### src/rtl/bm_pkg.sv
package bm_pkg;

    typedef enum logic [2:0] {
        ST_IDLE,
        ST_PRE_REQ,
        ST_PRE_WAIT,
        ST_ACT_REQ,
        ST_RCD_WAIT,
        ST_CAS_REQ,
        ST_DONE
    } bm_state_e;

    typedef enum logic [1:0] {
        BANK_CLOSED,
        BANK_HIT,
        BANK_CONFLICT
    } bank_verdict_e;

    function automatic bank_verdict_e classify(input logic bank_known, input logic row_same);
        if (!bank_known) return BANK_CLOSED;
        return row_same ? BANK_HIT : BANK_CONFLICT;
    endfunction

    function automatic bm_state_e entry_state(input bank_verdict_e v);
        case (v)
            BANK_HIT:      return ST_CAS_REQ;
            BANK_CONFLICT: return ST_PRE_REQ;
            default:       return ST_ACT_REQ;
        endcase
    endfunction

    function automatic logic is_row_state(input bm_state_e s);
        return (s == ST_PRE_REQ) || (s == ST_ACT_REQ);
    endfunction

endpackage

### src/rtl/bm_delay_timer.sv
module bm_delay_timer #(
    parameter int DELAY = 3
) (
    input  logic clk,
    input  logic rst,
    input  logic load,
    output logic expired
);
    localparam int CW = $clog2(DELAY + 1);
    localparam logic [CW-1:0] START = CW'(DELAY - 1);

    logic [CW-1:0] cnt_q;

    always_ff @(posedge clk) begin
        if (rst) begin
            cnt_q <= '0;
        end else if (load) begin
            cnt_q <= START;
        end else if (cnt_q != '0) begin
            cnt_q <= cnt_q - 1'b1;
        end
    end

    assign expired = (cnt_q == '0);
endmodule

### src/rtl/bm_open_row.sv
module bm_open_row
    import bm_pkg::*;
#(
    parameter int RANK_W = 1,
    parameter int BANK_W = 3,
    parameter int ROW_W  = 14
) (
    input  logic              clk,
    input  logic              rst,
    input  logic              set_en,
    input  logic              clr_en,
    input  logic [RANK_W-1:0] upd_rank,
    input  logic [BANK_W-1:0] upd_bank,
    input  logic [ROW_W-1:0]  upd_row,
    input  logic [RANK_W-1:0] q_rank,
    input  logic [BANK_W-1:0] q_bank,
    input  logic [ROW_W-1:0]  q_row,
    input  logic              nbr_open,
    input  logic [RANK_W-1:0] nbr_rank,
    input  logic [BANK_W-1:0] nbr_bank,
    input  logic [ROW_W-1:0]  nbr_row,
    output bank_verdict_e     verdict
);
    logic              own_v;
    logic [RANK_W-1:0] own_rank;
    logic [BANK_W-1:0] own_bank;
    logic [ROW_W-1:0]  own_row;

    logic own_upd_match;
    assign own_upd_match = own_v && (own_rank == upd_rank) && (own_bank == upd_bank);

    always_ff @(posedge clk) begin
        if (rst) begin
            own_v    <= 1'b0;
            own_rank <= '0;
            own_bank <= '0;
            own_row  <= '0;
        end else if (set_en) begin
            own_v    <= 1'b1;
            own_rank <= upd_rank;
            own_bank <= upd_bank;
            own_row  <= upd_row;
        end else if (clr_en && own_upd_match) begin
            own_v <= 1'b0;
        end
    end

    logic own_hit_bank, nbr_hit_bank;
    assign own_hit_bank = own_v && (own_rank == q_rank) && (own_bank == q_bank);
    assign nbr_hit_bank = nbr_open && (nbr_rank == q_rank) && (nbr_bank == q_bank);

    always_comb begin
        if (own_hit_bank)
            verdict = classify(1'b1, own_row == q_row);
        else if (nbr_hit_bank)
            verdict = classify(1'b1, nbr_row == q_row);
        else
            verdict = classify(1'b0, 1'b0);
    end
endmodule

### src/rtl/bank_req_machine.sv
module bank_req_machine
    import bm_pkg::*;
#(
    parameter int RANK_W = 1,
    parameter int BANK_W = 3,
    parameter int ROW_W  = 14,
    parameter int COL_W  = 10,
    parameter int T_RP   = 3,
    parameter int T_RCD  = 4
) (
    input  logic              clk,
    input  logic              rst,
    input  logic              req_valid,
    input  logic [RANK_W-1:0] req_rank,
    input  logic [BANK_W-1:0] req_bank,
    input  logic [ROW_W-1:0]  req_row,
    input  logic [COL_W-1:0]  req_col,
    input  logic              req_write,
    output logic              idle,
    input  logic              refresh_busy,
    input  logic              nbr_open,
    input  logic [RANK_W-1:0] nbr_rank,
    input  logic [BANK_W-1:0] nbr_bank,
    input  logic [ROW_W-1:0]  nbr_row,
    output logic              row_req,
    input  logic              row_grant,
    output logic              row_is_act,
    output logic              col_req,
    input  logic              col_grant,
    input  logic              col_allowed,
    output logic              col_is_write,
    output logic [RANK_W-1:0] cmd_rank,
    output logic [BANK_W-1:0] cmd_bank,
    output logic [ROW_W-1:0]  cmd_row,
    output logic [COL_W-1:0]  cmd_col
);
    typedef struct packed {
        logic [RANK_W-1:0] rank;
        logic [BANK_W-1:0] bank;
        logic [ROW_W-1:0]  row;
        logic [COL_W-1:0]  col;
        logic              write;
    } bm_req_t;

    bm_state_e     state_q, state_d;
    bm_req_t       req_q;
    bank_verdict_e verdict;
    logic          pre_granted, act_granted, col_granted;
    logic          rp_done, rcd_done;
    logic          accept;

    assign accept      = (state_q == ST_IDLE) && req_valid;
    assign row_req     = is_row_state(state_q) && !refresh_busy;
    assign row_is_act  = (state_q == ST_ACT_REQ);
    assign col_req     = (state_q == ST_CAS_REQ) && col_allowed;
    assign pre_granted = row_req && row_grant && (state_q == ST_PRE_REQ);
    assign act_granted = row_req && row_grant && (state_q == ST_ACT_REQ);
    assign col_granted = col_req && col_grant;
    assign idle        = (state_q == ST_IDLE);

    bm_open_row #(
        .RANK_W(RANK_W), .BANK_W(BANK_W), .ROW_W(ROW_W)
    ) u_open_row (
        .clk      (clk),
        .rst      (rst),
        .set_en   (act_granted),
        .clr_en   (pre_granted),
        .upd_rank (req_q.rank),
        .upd_bank (req_q.bank),
        .upd_row  (req_q.row),
        .q_rank   (req_rank),
        .q_bank   (req_bank),
        .q_row    (req_row),
        .nbr_open (nbr_open),
        .nbr_rank (nbr_rank),
        .nbr_bank (nbr_bank),
        .nbr_row  (nbr_row),
        .verdict  (verdict)
    );

    bm_delay_timer #(.DELAY(T_RP)) u_rp_timer (
        .clk(clk), .rst(rst), .load(pre_granted), .expired(rp_done)
    );

    bm_delay_timer #(.DELAY(T_RCD)) u_rcd_timer (
        .clk(clk), .rst(rst), .load(act_granted), .expired(rcd_done)
    );

    always_comb begin
        state_d = state_q;
        case (state_q)
            ST_IDLE:     if (accept)      state_d = entry_state(verdict);
            ST_PRE_REQ:  if (pre_granted) state_d = ST_PRE_WAIT;
            ST_PRE_WAIT: if (rp_done)     state_d = ST_ACT_REQ;
            ST_ACT_REQ:  if (act_granted) state_d = ST_RCD_WAIT;
            ST_RCD_WAIT: if (rcd_done)    state_d = ST_CAS_REQ;
            ST_CAS_REQ:  if (col_granted) state_d = ST_DONE;
            ST_DONE:                      state_d = ST_IDLE;
            default:                      state_d = ST_IDLE;
        endcase
    end

    always_ff @(posedge clk) begin
        if (rst) begin
            state_q <= ST_IDLE;
            req_q   <= '0;
        end else begin
            state_q <= state_d;
            if (accept) begin
                req_q <= '{rank: req_rank, bank: req_bank, row: req_row,
                           col: req_col, write: req_write};
            end
        end
    end

    assign cmd_rank     = req_q.rank;
    assign cmd_bank     = req_q.bank;
    assign cmd_row      = req_q.row;
    assign cmd_col      = req_q.col;
    assign col_is_write = req_q.write;
endmodule

### config.mk
export PLATFORM = sky130hd
export DESIGN_NAME = bank_req_machine
export DESIGN_NICKNAME = d
export VERILOG_FILES = /design/src/rtl/bm_pkg.sv /design/src/rtl/bm_delay_timer.sv /design/src/rtl/bm_open_row.sv /design/src/rtl/bank_req_machine.sv
export SDC_FILE = /design/constraint.sdc
export NUM_CORES = 1
export LEC_CHECK = 0
export BUFFER_PORTS_ARGS = -buffer_cell sky130_fd_sc_hd__buf_2
export CORE_ASPECT_RATIO = 0.8
export CORE_MARGIN = 3
export CORE_UTILIZATION = 40
export CTS_CLUSTER_DIAMETER = 60
export DETAILED_ROUTE_END_ITERATION = 10
export GPL_ROUTABILITY_DRIVEN = 0
export PLACE_DENSITY = 0.77
export SLEW_MARGIN = 25
export SYNTH_ARGS = -nofsm -noshare
export SYNTH_HDL_FRONTEND = slang
export SYNTH_SLANG_ARGS = --single-unit
### constraint.sdc
create_clock -name clk -period 2.4 [get_ports clk]
set_input_delay 0.48 -clock clk [delete_from_list [all_inputs] [get_ports clk]]
set_output_delay 0.48 -clock clk [all_outputs]
set_load 0.02 [all_outputs]
## Word level (Yosys, flattened, before mapping)

Index checks and enable logic that the tools add are counted.

- Reduce and logical (&&, ||, !) cells: 27
- Mux-type cells: 18
- Equal/unequal tests: 21
- Add/sub/neg operators: 2

Operator list:

| operator | count |
|---|---|
| 14-bit == test | 2 |
| 3-bit 2-to-1 mux | 6 |
| 3-bit case mux with 6 select lines | 1 |
| 2-bit 2-to-1 mux | 8 |
| 1-bit logical AND | 14 |
| 3-bit == test | 3 |
| 2-bit nonzero test | 4 |
| 3-bit by 2-bit == test with 1-bit output (second input constant) | 2 |
| 3-bit == test (second input constant) | 2 |
| 3-bit logical NOT | 2 |
| 2-bit by 1-bit inequality test with 1-bit output (second input constant) | 3 |
| 2-bit inequality test (second input constant) | 3 |
| 3-bit case mux with 2 select lines | 1 |
| 6-bit AND reduction | 1 |
| 2-bit OR reduction | 2 |
| 1-bit == test | 3 |
| 3-bit by 1-bit == test with 1-bit output (second input constant) | 1 |
| 3-bit nonzero test | 1 |
| 3-bit by 1-bit subtractor with 3-bit output (second input constant) | 1 |
| 2-bit by 1-bit == test with 1-bit output (second input constant) | 1 |
| 2-bit == test (second input constant) | 1 |
| 2-bit logical NOT | 1 |
| 1-bit 2-to-1 mux | 2 |
| 2-bit by 1-bit subtractor with 2-bit output (second input constant) | 1 |
| other kinds (2) | 2 |

- Word-level logic and storage cells: 82
- Input bits: 55
- Output and inout port bits: 33
- Flip-flop bits (word level): 56

## Logic depth before layout (Yosys ltp)

- Depth after elaboration: 9
- Depth in mapped cells: 8
- Mapped depth without buffers: 8

## Hierarchy

From an unflattened synthesis, not the netlist that was laid out.

- Cell total of the unflattened synthesis: 313
- Area, all modules: 2700.1 sq um

By module, submodules not included:

| module | times used | seq. area each (sq um) | area an instance (sq um) | cells an instance |
|---|---|---|---|---|
| bank_req_machine | 1 | 640.6 | 1321.3 | 165 |
| bm_open_row | 1 | 380.4 | 1136.1 | 124 |
| bm_delay_timer at u_rcd_timer | 1 | 60.1 | 175.2 | 18 |
| bm_delay_timer at u_rp_timer | 1 | 40.0 | 67.6 | 6 |

## Least setup slack after synthesis

OpenSTA, ideal clock, no wires.

- Path kind: input to register
- Start point: input port req_bank[1]
- End point: register state_q[2]
- Buffers on the path: 0
- Path slack: 0.367 ns
- Setup time: 0.103 ns
- Data required time: 2.297 ns
- Cell stages on the path: 8
- Data arrival time: 1.930 ns
- Cell sequence: xor2_1 > nor3_1 > a211oi_1 > a32oi_1 > ha_1 > a21oi_1 > o22a_1 > a2111oi_2

- Word-level cells in the longest chain between the ends: 8
- Elaborated cells on any way between the ends: 11
- Those cells by class: eq/ne: 4; mux: 5; reduce/logical: 2

RTL lines:

| what | RTL line | source |
|---|---|---|
| from (decl) | bank_req_machine.sv:15 | `input logic [BANK_W-1:0] req_bank,` |
| 3-bit == test | bm_open_row.sv:50 | `assign nbr_hit_bank = nbr_open && (nbr_rank == q_rank) && (nbr_bank == q_bank);` |
| 1-bit logical AND | bm_open_row.sv:50 |  |
| 2-bit 2-to-1 mux | bm_open_row.sv:55 | `else if (nbr_hit_bank)` |
| 2-bit 2-to-1 mux * | bm_open_row.sv:53 | `if (own_hit_bank)` |
| 2-bit == test or 2-bit by 1-bit == test with 1-bit output (tied branches) | bm_pkg.sv:25 | `case (v)` |
| 3-bit case mux with 2 select lines * | bm_pkg.sv:25 |  |
| 3-bit 2-to-1 mux * | bank_req_machine.sv:92 | `ST_IDLE: if (accept) state_d = entry_state(verdict);` |
| 3-bit case mux with 6 select lines * | bank_req_machine.sv:91 | `case (state_q)` |
| to (signal assigned) | bank_req_machine.sv:108 | `state_q <= state_d;` |
| to (decl) | bank_req_machine.sv:45 | `bm_state_e state_q, state_d;` |

Mark *: on every way between the ends. The rest lies on a longest branch, timed or not. The select of a mux whose other input is x is not followed.
A chain may end at the register's enable or synchronous reset.

## Worst setup path after layout

- Start point: input port req_row[1]
- End point: register state_q[2]

- Word-level cells in the longest chain between the ends: 8
- Elaborated cells on any way between the ends: 11
- Those cells by class: eq/ne: 4; mux: 7

RTL lines:

| what | RTL line | source |
|---|---|---|
| from (decl) | bank_req_machine.sv:16 | `input logic [ROW_W-1:0] req_row,` |
| 14-bit == test | bm_open_row.sv:56 | `verdict = classify(1'b1, nbr_row == q_row);` |
| 2-bit 2-to-1 mux | bm_pkg.sv:21 | `return row_same ? BANK_HIT : BANK_CONFLICT;` |
| 2-bit 2-to-1 mux | bm_open_row.sv:55 |  |
| 2-bit 2-to-1 mux * | bm_open_row.sv:53 |  |
| 2-bit == test or 2-bit by 1-bit == test with 1-bit output (tied branches) | bm_pkg.sv:25 |  |
| 3-bit case mux with 2 select lines * | bm_pkg.sv:25 |  |
| 3-bit 2-to-1 mux * | bank_req_machine.sv:92 |  |
| 3-bit case mux with 6 select lines * | bank_req_machine.sv:91 |  |

Marks and branches as above.

==> impl_results.md <==
- Status: complete, no violations
- Setup violators final: 0
- Initial DRC Count: 175
- Clock skew: 0.00716 ns
- R2R depth: 9
- Slew headroom: 0.509
- PwrDens: 896 nW/um^2
- Arr. time, crit path: 2.37 ns
- Syn nets: 391
- Iteration count of the initial detailed-routing pass: 4
- Async SR Flop Fraction: 0
- Initial antenna violation count: 0
- RR Startpoint: u_open_row.own_row[5]$_SDFFE_PP0P_
- Crit path largest cell delay: 0.41 ns
- Final core utilization: 0.536
- Hold Buf Count CTS: 0
- Share of cells above drive strength 1: 0.271
- H-tree depth: 2
- RSZ-0062 raised after global routing: no
- Sw frac: 0.379
- Final max-slew violation count: 0
- Hpwl dp: 5.00 mm
- Sequential Power Share: 0.419
- Commonest non-fill, non-tap cell in the layout: nand2_1
- Rows: 25
- Max Clk Rate: 0.462 GHz
- Post-CTS setup buffers: 0
- P&R area growth vs syn: 23.9%
- Combinational share of power: 0.377
- Crit path max fanout: 3
- CTS tree: yes
- Die area: 7690 sq um
- Switch Pwr: 1120 uW
- Post-route cell area: 3300 sq um
- Final WL: 6.63 mm
- Worst hold path type: input port to flip-flop
- Cell variety after synth: 44
- Core Region: 6160 sq um
- DR vias: 2486
- Syn Inst Count: 333
- Main flop type after synthesis: dfxtp_1
- Register bit total from synthesis: 56
- Slowest-stage cell, CP: nor4_1
- Fill count: 602
- WHS Path Cells: 3
- Vias in the first global route: 2237
- Cell area after placement: 3200 sq um
- Antenna-violating nets left: 0
- Post-synthesis sequential area ratio: 0.420
- TritonCTS buffer count: 5
- Clock slew seen by the registers of the worst setup and hold paths: 0.10 ns
- Crit path time final: 2.17 ns
- Dpl ws: -0.0956 ns
- Syn_area_per_cell: 8.01 sq um
- Tot GR Track Use: 0.167
- Clock latency on the worst-skew pair: 0.30 ns
- Initial Utilization: 0.433
- WL/cell: 13.2 um
- P_int: 1840 uW
- Most frequent cells in the layout: 103 x nand2_1, 87 x buf_2, 56 x dfxtp_1
- Final setup margin: 0.233 ns
- Hold endpoint: cmd_col[3]$_SDFFE_PP0P_
- Endpoint class of the critical path: flip-flop
- Period utilization: 0.903
- Clock power frac: 0.203
- Fin. Hold Viols: 0
- Final hold slack: 0.407 ns
- RR Endpoint: state_q[2]$_SDFFE_PP0P_
- Max-cap violation count: 0
- Clk buf depth: 2
- Clock sink total: 56
- Port bufs: 87
- Reg2Reg Setup Slack: 0.24 ns
- DRC: 0
- Via density: 4.95
- Leak pwr: 0.00142 uW
- Yosys warning count: 0
- Critical path data required time: 2.60 ns
- VDD IR-drop max: 0.000372 V
- Chip height: 79.0 um
- Post-synth EDFFs: 0
- Critical path class: input port to flip-flop
- CTS resizes: 0
- Actual slew at the worst max-slew pin: 0.735 ns
- Largest net degree at the start of global routing: 39
- Boundary Pins: 88
- CP startpoint kind: input port
- # diodes: 0
- Total grt overflow: 0
- Crit-path cells: buf_2 -> xor2_1 -> nor4_1 -> nand4_1 -> a32oi_1 -> ha_1 -> a21oi_1 -> o22a_1 -> a2111oi_2
- Fin nets: 478
- Hold Crit Start: req_col[3]
- Final TNS setup: 0 ns
- First-pass GRT wire length: 10.5 mm
- Die W: 97.3 um
- Post-Syn Area: 2670 sq um
- Root Buffer: clkbuf_8
-- worst max path at each step --
stage,start,slack [ns],cells after the start,endpoint
after floorplan,req_bank[1],0.37,8,state_q[2]$_SDFFE_PP0P_
after global placement,req_row[5],-0.009,10,state_q[2]$_SDFFE_PP0P_
after detailed placement,req_row[5],-0.1,10,state_q[2]$_SDFFE_PP0P_
after CTS,u_open_row.own_row[5]$_SDFFE_PP0P_,0.21,9,state_q[2]$_SDFFE_PP0P_
after global routing,u_open_row.own_row[5]$_SDFFE_PP0P_,0.05,9,state_q[2]$_SDFFE_PP0P_
final,req_row[1],0.23,9,state_q[2]$_SDFFE_PP0P_
-- worst max-delay path, delay by kind of cell --
kind / cells / cell delay, ns
XOR/XNOR: 1 / 0.17
AND/OR/NAND/NOR: 2 / 0.61
AO/OA/AOI/OAI: 4 / 0.81
buffers and inverters: 1 / 0.12
adder cells (fa/ha/maj): 1 / 0.17
-- cells in the mapped netlist (2+ instances only) --
master,count,share of area
a211oi_1,2,0.0056
xor2_1,31,0.10
buf_6,2,0.0084
ha_1,3,0.014
inv_1,2,0.0028
nand2b_1,2,0.0047
buf_4,3,0.0084
a21oi_1,54,0.10
and2_1,2,0.0047
nor3_1,3,0.0056
clkbuf_1,9,0.013
nand2_1,103,0.15
nor4_1,6,0.014
nand4_1,3,0.0070
xnor2_1,10,0.033
buf_2,5,0.0094
nor2_1,11,0.015
dfxtp_1,56,0.42
-- power by group through the flow --
stage          Clock [uW]  Combinational (uW)  Sequential, uW
2_1_floorplan           0                 757            1290
3_3_place_gp            0                1100            1250
3_5_place_dp            0                1130            1260
4_1_cts               618                1130            1240
5_1_grt               651                1240            1270
6_report              602                1120            1240
-- metrics by stage --
stage               cells  total power [uW]
finish                502              2960
global route          502              3160
CTS                   502              2990
detailed placement    494              2390
global placement      494              2350
floorplan             333              2050
-- layer usage --
metal	routed length (um)	GRT usage
met5	0	0
met4	38	0.0443
met3	489	0.0439
met2	3030	0.271
met1	3070	0.222
-- flip-flops by register name, summed over array words and instances, names as in the netlist --
signal and flops:
cmd_rank 1, u_rcd_timer.cnt_q 3, u_open_row.own_row 14, cmd_col 10
u_open_row.own_bank 3, u_open_row.own_v 1, cmd_bank 3, col_is_write 1
cmd_row 14, state_q 3, u_rp_timer.cnt_q 2, u_open_row.own_rank 1
-- cell type report --
class	instances	area, sq um	share of cell area
repair buffers	99	526	0.159
multi-input cells	255	1440	0.435
clock buffers	6	72.6	0.0220
well taps	81	101	0.0307
inverters	3	11.3	0.00341
flip-flops and latches	56	1120	0.339
clock inverters	2	35.0	0.0106
-- cells by family after synthesis --
family	after synthesis	synth area share
AO/OA/AOI/OAI	69	0.151
XOR/XNOR	41	0.135
adder cells (fa/ha/maj)	3	0.0141
buffers and inverters	22	0.0432
flip-flops	56	0.420
multiplexers	2	0.00798
AND/OR/NAND/NOR	140	0.229
Note: power is estimated with default switching activity, not from simulation.
